### src/rtl/byte_alu_pkg.sv
package byte_alu_pkg;

  typedef enum logic [2:0] {
    OP_ADD  = 3'd0,
    OP_SUB  = 3'd1,
    OP_AND  = 3'd2,
    OP_OR   = 3'd3,
    OP_NOR  = 3'd4,
    OP_SLL  = 3'd5,
    OP_SRL  = 3'd6,
    OP_NONE = 3'd7
  } aluOp_e;

  typedef enum logic [1:0] {
    SRC_ZERO  = 2'd0,
    SRC_ADD   = 2'd1,
    SRC_LOGIC = 2'd2,
    SRC_SHIFT = 2'd3
  } resSrc_e;

  typedef enum logic [1:0] {
    LG_AND = 2'd0,
    LG_OR  = 2'd1,
    LG_NOR = 2'd2
  } logicOp_e;

  typedef struct packed {
    resSrc_e  resSrc;
    logic     invB;
    logicOp_e logicOp;
    logic     shLeft;
  } aluStrobes_t;

endpackage

### src/rtl/byte_alu_shift.sv
module byte_alu_shift #(
  parameter int DATA_W  = 8,
  parameter int SHAMT_W = 4
) (
  input  logic [DATA_W-1:0]  din,
  input  logic [SHAMT_W-1:0] shAmt,
  input  logic               shLeft,
  output logic [DATA_W-1:0]  dout
);

  localparam int STAGES = $clog2(DATA_W);
  localparam int USED_W = (SHAMT_W < STAGES) ? SHAMT_W : STAGES;

  logic              tooFar;
  logic [DATA_W-1:0] fwdIn;
  logic [DATA_W-1:0] shifted;
  logic [DATA_W-1:0] revOut;

  // A left shift is done as a right shift between two bit reversals.
  generate
    for (genvar i = 0; i < DATA_W; i++) begin : g_rev
      assign fwdIn[i]  = shLeft ? din[DATA_W-1-i] : din[i];
      assign revOut[i] = shifted[DATA_W-1-i];
    end
  endgenerate

  // Distance bits above the barrel range clear the result.
  generate
    if (SHAMT_W > STAGES) begin : g_guard
      assign tooFar = |shAmt[SHAMT_W-1:STAGES];
    end else begin : g_noguard
      assign tooFar = 1'b0;
    end
  endgenerate

  // Barrel stages: stage s moves the word by 2**s places.
  always_comb begin
    shifted = fwdIn;
    for (int s = 0; s < USED_W; s++) begin
      if (shAmt[s]) shifted = shifted >> (1 << s);
    end
  end

  always_comb begin
    if (tooFar)      dout = '0;
    else if (shLeft) dout = revOut;
    else             dout = shifted;
  end

endmodule

### src/rtl/byte_alu_ctrl.sv
module byte_alu_ctrl
  import byte_alu_pkg::*;
(
  input  logic [2:0]  aluOp,
  output aluStrobes_t strobes
);

  always_comb begin
    strobes = '{resSrc: SRC_ZERO, invB: 1'b0, logicOp: LG_AND, shLeft: 1'b0};
    unique case (aluOp_e'(aluOp))
      OP_ADD: strobes.resSrc = SRC_ADD;
      OP_SUB: begin
        strobes.resSrc = SRC_ADD;
        strobes.invB   = 1'b1;
      end
      OP_AND: begin
        strobes.resSrc  = SRC_LOGIC;
        strobes.logicOp = LG_AND;
      end
      OP_OR: begin
        strobes.resSrc  = SRC_LOGIC;
        strobes.logicOp = LG_OR;
      end
      OP_NOR: begin
        strobes.resSrc  = SRC_LOGIC;
        strobes.logicOp = LG_NOR;
      end
      OP_SLL: begin
        strobes.resSrc = SRC_SHIFT;
        strobes.shLeft = 1'b1;
      end
      OP_SRL: strobes.resSrc = SRC_SHIFT;
      default: strobes.resSrc = SRC_ZERO;
    endcase
  end

endmodule

### src/rtl/byte_alu_dp.sv
module byte_alu_dp
  import byte_alu_pkg::*;
#(
  parameter int DATA_W  = 8,
  parameter int SHAMT_W = 4
) (
  input  aluStrobes_t        strobes,
  input  logic [DATA_W-1:0]  opA,
  input  logic [DATA_W-1:0]  opB,
  input  logic [SHAMT_W-1:0] shAmt,
  output logic [DATA_W-1:0]  result,
  output logic               zeroFlag,
  output logic               carryFlag
);

  localparam int SUM_W = DATA_W + 1;

  logic [DATA_W-1:0] bEff;
  logic [SUM_W-1:0]  sum;
  logic [DATA_W-1:0] logicRes;
  logic [DATA_W-1:0] shiftRes;

  // One adder serves add and subtract; subtract inverts B and injects a carry.
  assign bEff = strobes.invB ? ~opB : opB;
  assign sum  = {1'b0, opA} + {1'b0, bEff} + {{DATA_W{1'b0}}, strobes.invB};

  always_comb begin
    unique case (strobes.logicOp)
      LG_AND:  logicRes = opA & opB;
      LG_OR:   logicRes = opA | opB;
      LG_NOR:  logicRes = ~(opA | opB);
      default: logicRes = '0;
    endcase
  end

  byte_alu_shift #(
    .DATA_W (DATA_W),
    .SHAMT_W(SHAMT_W)
  ) i_shift (
    .din   (opA),
    .shAmt (shAmt),
    .shLeft(strobes.shLeft),
    .dout  (shiftRes)
  );

  always_comb begin
    unique case (strobes.resSrc)
      SRC_ADD:   result = sum[DATA_W-1:0];
      SRC_LOGIC: result = logicRes;
      SRC_SHIFT: result = shiftRes;
      default:   result = '0;
    endcase
  end

  assign carryFlag = (strobes.resSrc == SRC_ADD) & sum[DATA_W];
  assign zeroFlag  = ~|result;

endmodule

### src/rtl/byte_alu.sv
module byte_alu
  import byte_alu_pkg::*;
#(
  parameter int DATA_W  = 8,
  parameter int SHAMT_W = 4
) (
  input  logic [2:0]         aluOp,
  input  logic [DATA_W-1:0]  opA,
  input  logic [DATA_W-1:0]  opB,
  input  logic [SHAMT_W-1:0] shAmt,
  output logic [DATA_W-1:0]  result,
  output logic               zeroFlag,
  output logic               carryFlag
);

  aluStrobes_t strobes;

  byte_alu_ctrl i_ctrl (
    .aluOp  (aluOp),
    .strobes(strobes)
  );

  byte_alu_dp #(
    .DATA_W (DATA_W),
    .SHAMT_W(SHAMT_W)
  ) i_dp (
    .strobes  (strobes),
    .opA      (opA),
    .opB      (opB),
    .shAmt    (shAmt),
    .result   (result),
    .zeroFlag (zeroFlag),
    .carryFlag(carryFlag)
  );

endmodule

### config.mk
export PLATFORM = sky130hd
export DESIGN_NAME = byte_alu
export DESIGN_NICKNAME = d
export VERILOG_FILES = /design/src/rtl/byte_alu_pkg.sv /design/src/rtl/byte_alu_shift.sv /design/src/rtl/byte_alu_ctrl.sv /design/src/rtl/byte_alu_dp.sv /design/src/rtl/byte_alu.sv
export SDC_FILE = /design/constraint.sdc
export NUM_CORES = 1
export LEC_CHECK = 0
export BUFFER_PORTS_ARGS = -buffer_cell sky130_fd_sc_hd__buf_2
export CAP_MARGIN = 5
export CELL_PAD_IN_SITES_DETAIL_PLACEMENT = 0
export CELL_PAD_IN_SITES_GLOBAL_PLACEMENT = 1
export CORE_AREA = 2 2 79 81
export DETAILED_ROUTE_END_ITERATION = 10
export DIE_AREA = 0 0 81 83
export PLACE_DENSITY_LB_ADDON = 0.1
export SYNTH_ARGS = -nofsm -noshare
export SYNTH_HDL_FRONTEND = slang
export SYNTH_HIERARCHICAL = 1
export SYNTH_SLANG_ARGS = --single-unit
### constraint.sdc
create_clock -name vclk -period 4.1
set_input_delay 1.025 -clock vclk [all_inputs]
set_output_delay 1.025 -clock vclk [all_outputs]
set_load 0.02 [all_outputs]
==> run_results.csv <==
group,metric,value,unit
final_layout,final_nets,304,
final_layout,fin_util,0.420,
sta,relSlewSlack,0.704,
pwr,totalPowerFinal,407,µW
critical_path,crit_fanout,4,
sta,hold_viol_final,0,
routing,vias,1799,
routing,drt-initial-drc-count,103,
critical_path,cp-startpoint,"aluOp[1]",
final_layout,syn_to_final_growth,73.5,%
sta,drv_slew,0,
yosys,yosysSeqAreaShare,0,
pwr,vdd_ir_drop_max,0.0000872,V
pwr,p_leak,1.10,nW
sta,fmax,218,MHz
clock_network,ctsHoldBuffers,0,
routing,wl_per_cell,15.8,µm
routing,first_pass_iters,4,
run_status,violations,"setup timing",
sta,fin_hold_ws,2710,ps
floorplan,start_util,0.242,
final_layout,final_cell_mix,"70 x buf_4, 22 x buf_2, 20 x nor2_1",
run_status,status,"finished with violations",
final_layout,drive_gt1_frac,0.565,
routing,remaining_drc_errors,0,
pwr,p_int,211,µW
yosys,syn_nets,209,
sta,setup_violations,7,
placed_design,placed_cells,338,
critical_path,startpoint_type,"primary input",
pwr,p_sw_frac,0.482,
floorplan,pin_count,33,
sta,layout_min_cycle_time,4590,ps
yosys,synth_cell_types,50,
floorplan,design.core.area,0.00582,mm²
critical_path,arrival,3570,ps
floorplan,die_h,83,µm
global_routing,grt_usage,0.161,
global_routing,gr-total-overflow,0,
sta,worst_pin_slew,443,ps
global_routing,grt_pass1_vias,1791,
job,cap_violations,0,
global_routing,antenna_found_initial,0,
critical_path,worstSetupEndpointType,"output pin",
placed_design,hpwl,4430,µm
final_layout,fin_area,0.00244,mm²
critical_path,worstPathRequired,3070,ps
placed_design,portBuffers,33,
routing,viasPerCell,5.20,
pwr,seq_power_share,0,
yosys,syn_inst,178,
critical_path,path_cells,"buf_6 > and3b_2 > buf_4 > buf_4 > mux4_2 > mux2i_4 > buf_6 > o22ai_2 > a222oi_1 > o21ai_1 > nor4_4 > buf_4",
final_layout,final_common_cell,"buf_4",
sta,layout_setup_ws,-492,ps
sta,rsz0062_at_grt,"yes",
floorplan,chipWidth,81,µm
final_layout,seq_area,0,µm²
placed_design,pre_cts_slack,-545,ps
sta,fin_crit_sh,1.12,
floorplan,die-area,0.00672,mm²
yosys,netlist_area,0.00141,mm²
yosys,yosysWarnings,6,
pwr,switching_power,196,µW
placed_design,place_area,0.00213,mm²
final_layout,seq_cell_count,0,
pwr,power.density,166,mW/mm²
yosys,syn_area_per_cell,7.91,µm²
critical_path,worst_path_max_delay_cell,"mux4_2",
critical_path,slowest_delay,510,ps
sta,tns,-1830,ps
critical_path,critPathKind,"primary input to output pin",
worst_hold_path,holdCritPathClass,"primary input to output pin",
critical_path,endpoint,"zeroFlag",
global_routing,grt_pass1_wl,8820,µm
final_layout,antenna_cells,0,
final_layout,n_fill_cell,625,
critical_path,cp_common_cell,"buf_4",
routing,routed_wl,5450,µm
placed_design,routabilityCongestion,0.839,
global_routing,grt_max_degree,15,
final_layout,stdcell_count,346,
floorplan,placementRows,28,
final_layout,clkbuf_count,0,
routing,final_antenna_net_count,0,
pwr,comb_power_share,1.000,
pwr,p_clk_frac,0,
[cell families (layout without fill, tap and decap cells)]
family	after synthesis	count (layout)	share of synthesized area
multiplexers	18	18	0.207
AO/OA/AOI/OAI	50	50	0.266
adder cells (fa/ha/maj)	16	16	0.133
XOR/XNOR	16	16	0.0995
buffers and inverters	16	109	0.0568
AND/OR/NAND/NOR	62	62	0.237
[final cells by class]
| cell class | instances | area [µm²] | area share |
|---|---|---|---|
| multi-input cells | 162 | 1540 | 0.632 |
| repair buffers | 104 | 788 | 0.322 |
| well taps | 75 | 93.8 | 0.0384 |
| inverters | 5 | 18.8 | 0.00768 |
[per-layer routing]
layer / vias to the layer above / part of all wire / GRT usage
met5: - / 0 / 0
met4: 0 / 0.0051 / 0.00770
met3: 4 / 0.041 / 0.00326
met2: 50 / 0.51 / 0.280
met1: 864 / 0.44 / 0.230
li1: 881 / - / -
[power by group through the flow]
stage	clock [mW]	combinational [mW]	sequential, mW
final	0	0.407	0
after global routing	0	0.439	0
after CTS	0	0.388	0
after detailed placement	0	0.334	0
after global placement	0	0.332	0
after floorplan	0	0.187	0
[cells in the mapped netlist, types with 2 or more instances]
master    instances  share of area
a21o_1            3          0.016
a21oi_1          11          0.039
a221oi_1          7          0.044
a222oi_1          3          0.021
a31oi_1           4          0.018
and2_1            2         0.0089
and3b_2           2          0.014
buf_2             4          0.014
buf_6             2          0.016
clkbuf_1          5          0.013
ha_1              7          0.062
inv_1             5          0.013
maj3_1            8          0.057
mux2_2            2          0.016
mux2i_1           7          0.050
mux4_2            7           0.11
nand2_1           6          0.016
nand2b_1          4          0.018
nand3_1           3          0.011
nand3b_1          3          0.016
nor2_1           24          0.064
nor3_1            7          0.025
nor4_1            2         0.0089
o21a_1            2          0.011
o21ai_0           2         0.0071
o21ai_1           2         0.0071
o21bai_1          3          0.016
o22ai_1           3          0.013
o31ai_1           3          0.016
xnor2_1           3          0.019
xor2_1           13          0.081
[critical path, delay by kind of cell]
kind / cells / cell delay (ps)
muxes: 2 / 710
AOI/OAI and AO/OA: 3 / 630
buffers and inverters: 5 / 620
and+or+nand+nor: 2 / 560
[what timing repair did]
item / in CTS / in global routing
pin swaps: 20 / 10
resized for setup: 36 / 23
setup buffers: 10 / 2
setup endpoints to repair: 10 / 10
[how the worst min path moves through the flow]
stage               startpoint         to  slack (ps)  cells past startpoint
finish                  opB[7]  carryFlag        2710                      6
detailed placement      opB[7]  carryFlag        2710                      6
floorplan               opB[0]  result[0]        2280                      3
global route            opB[7]  carryFlag        2780                      6
global placement        opB[7]  carryFlag        2720                      6
CTS                     opB[7]  carryFlag        2700                      6
(Power assumes the default switching activity.)
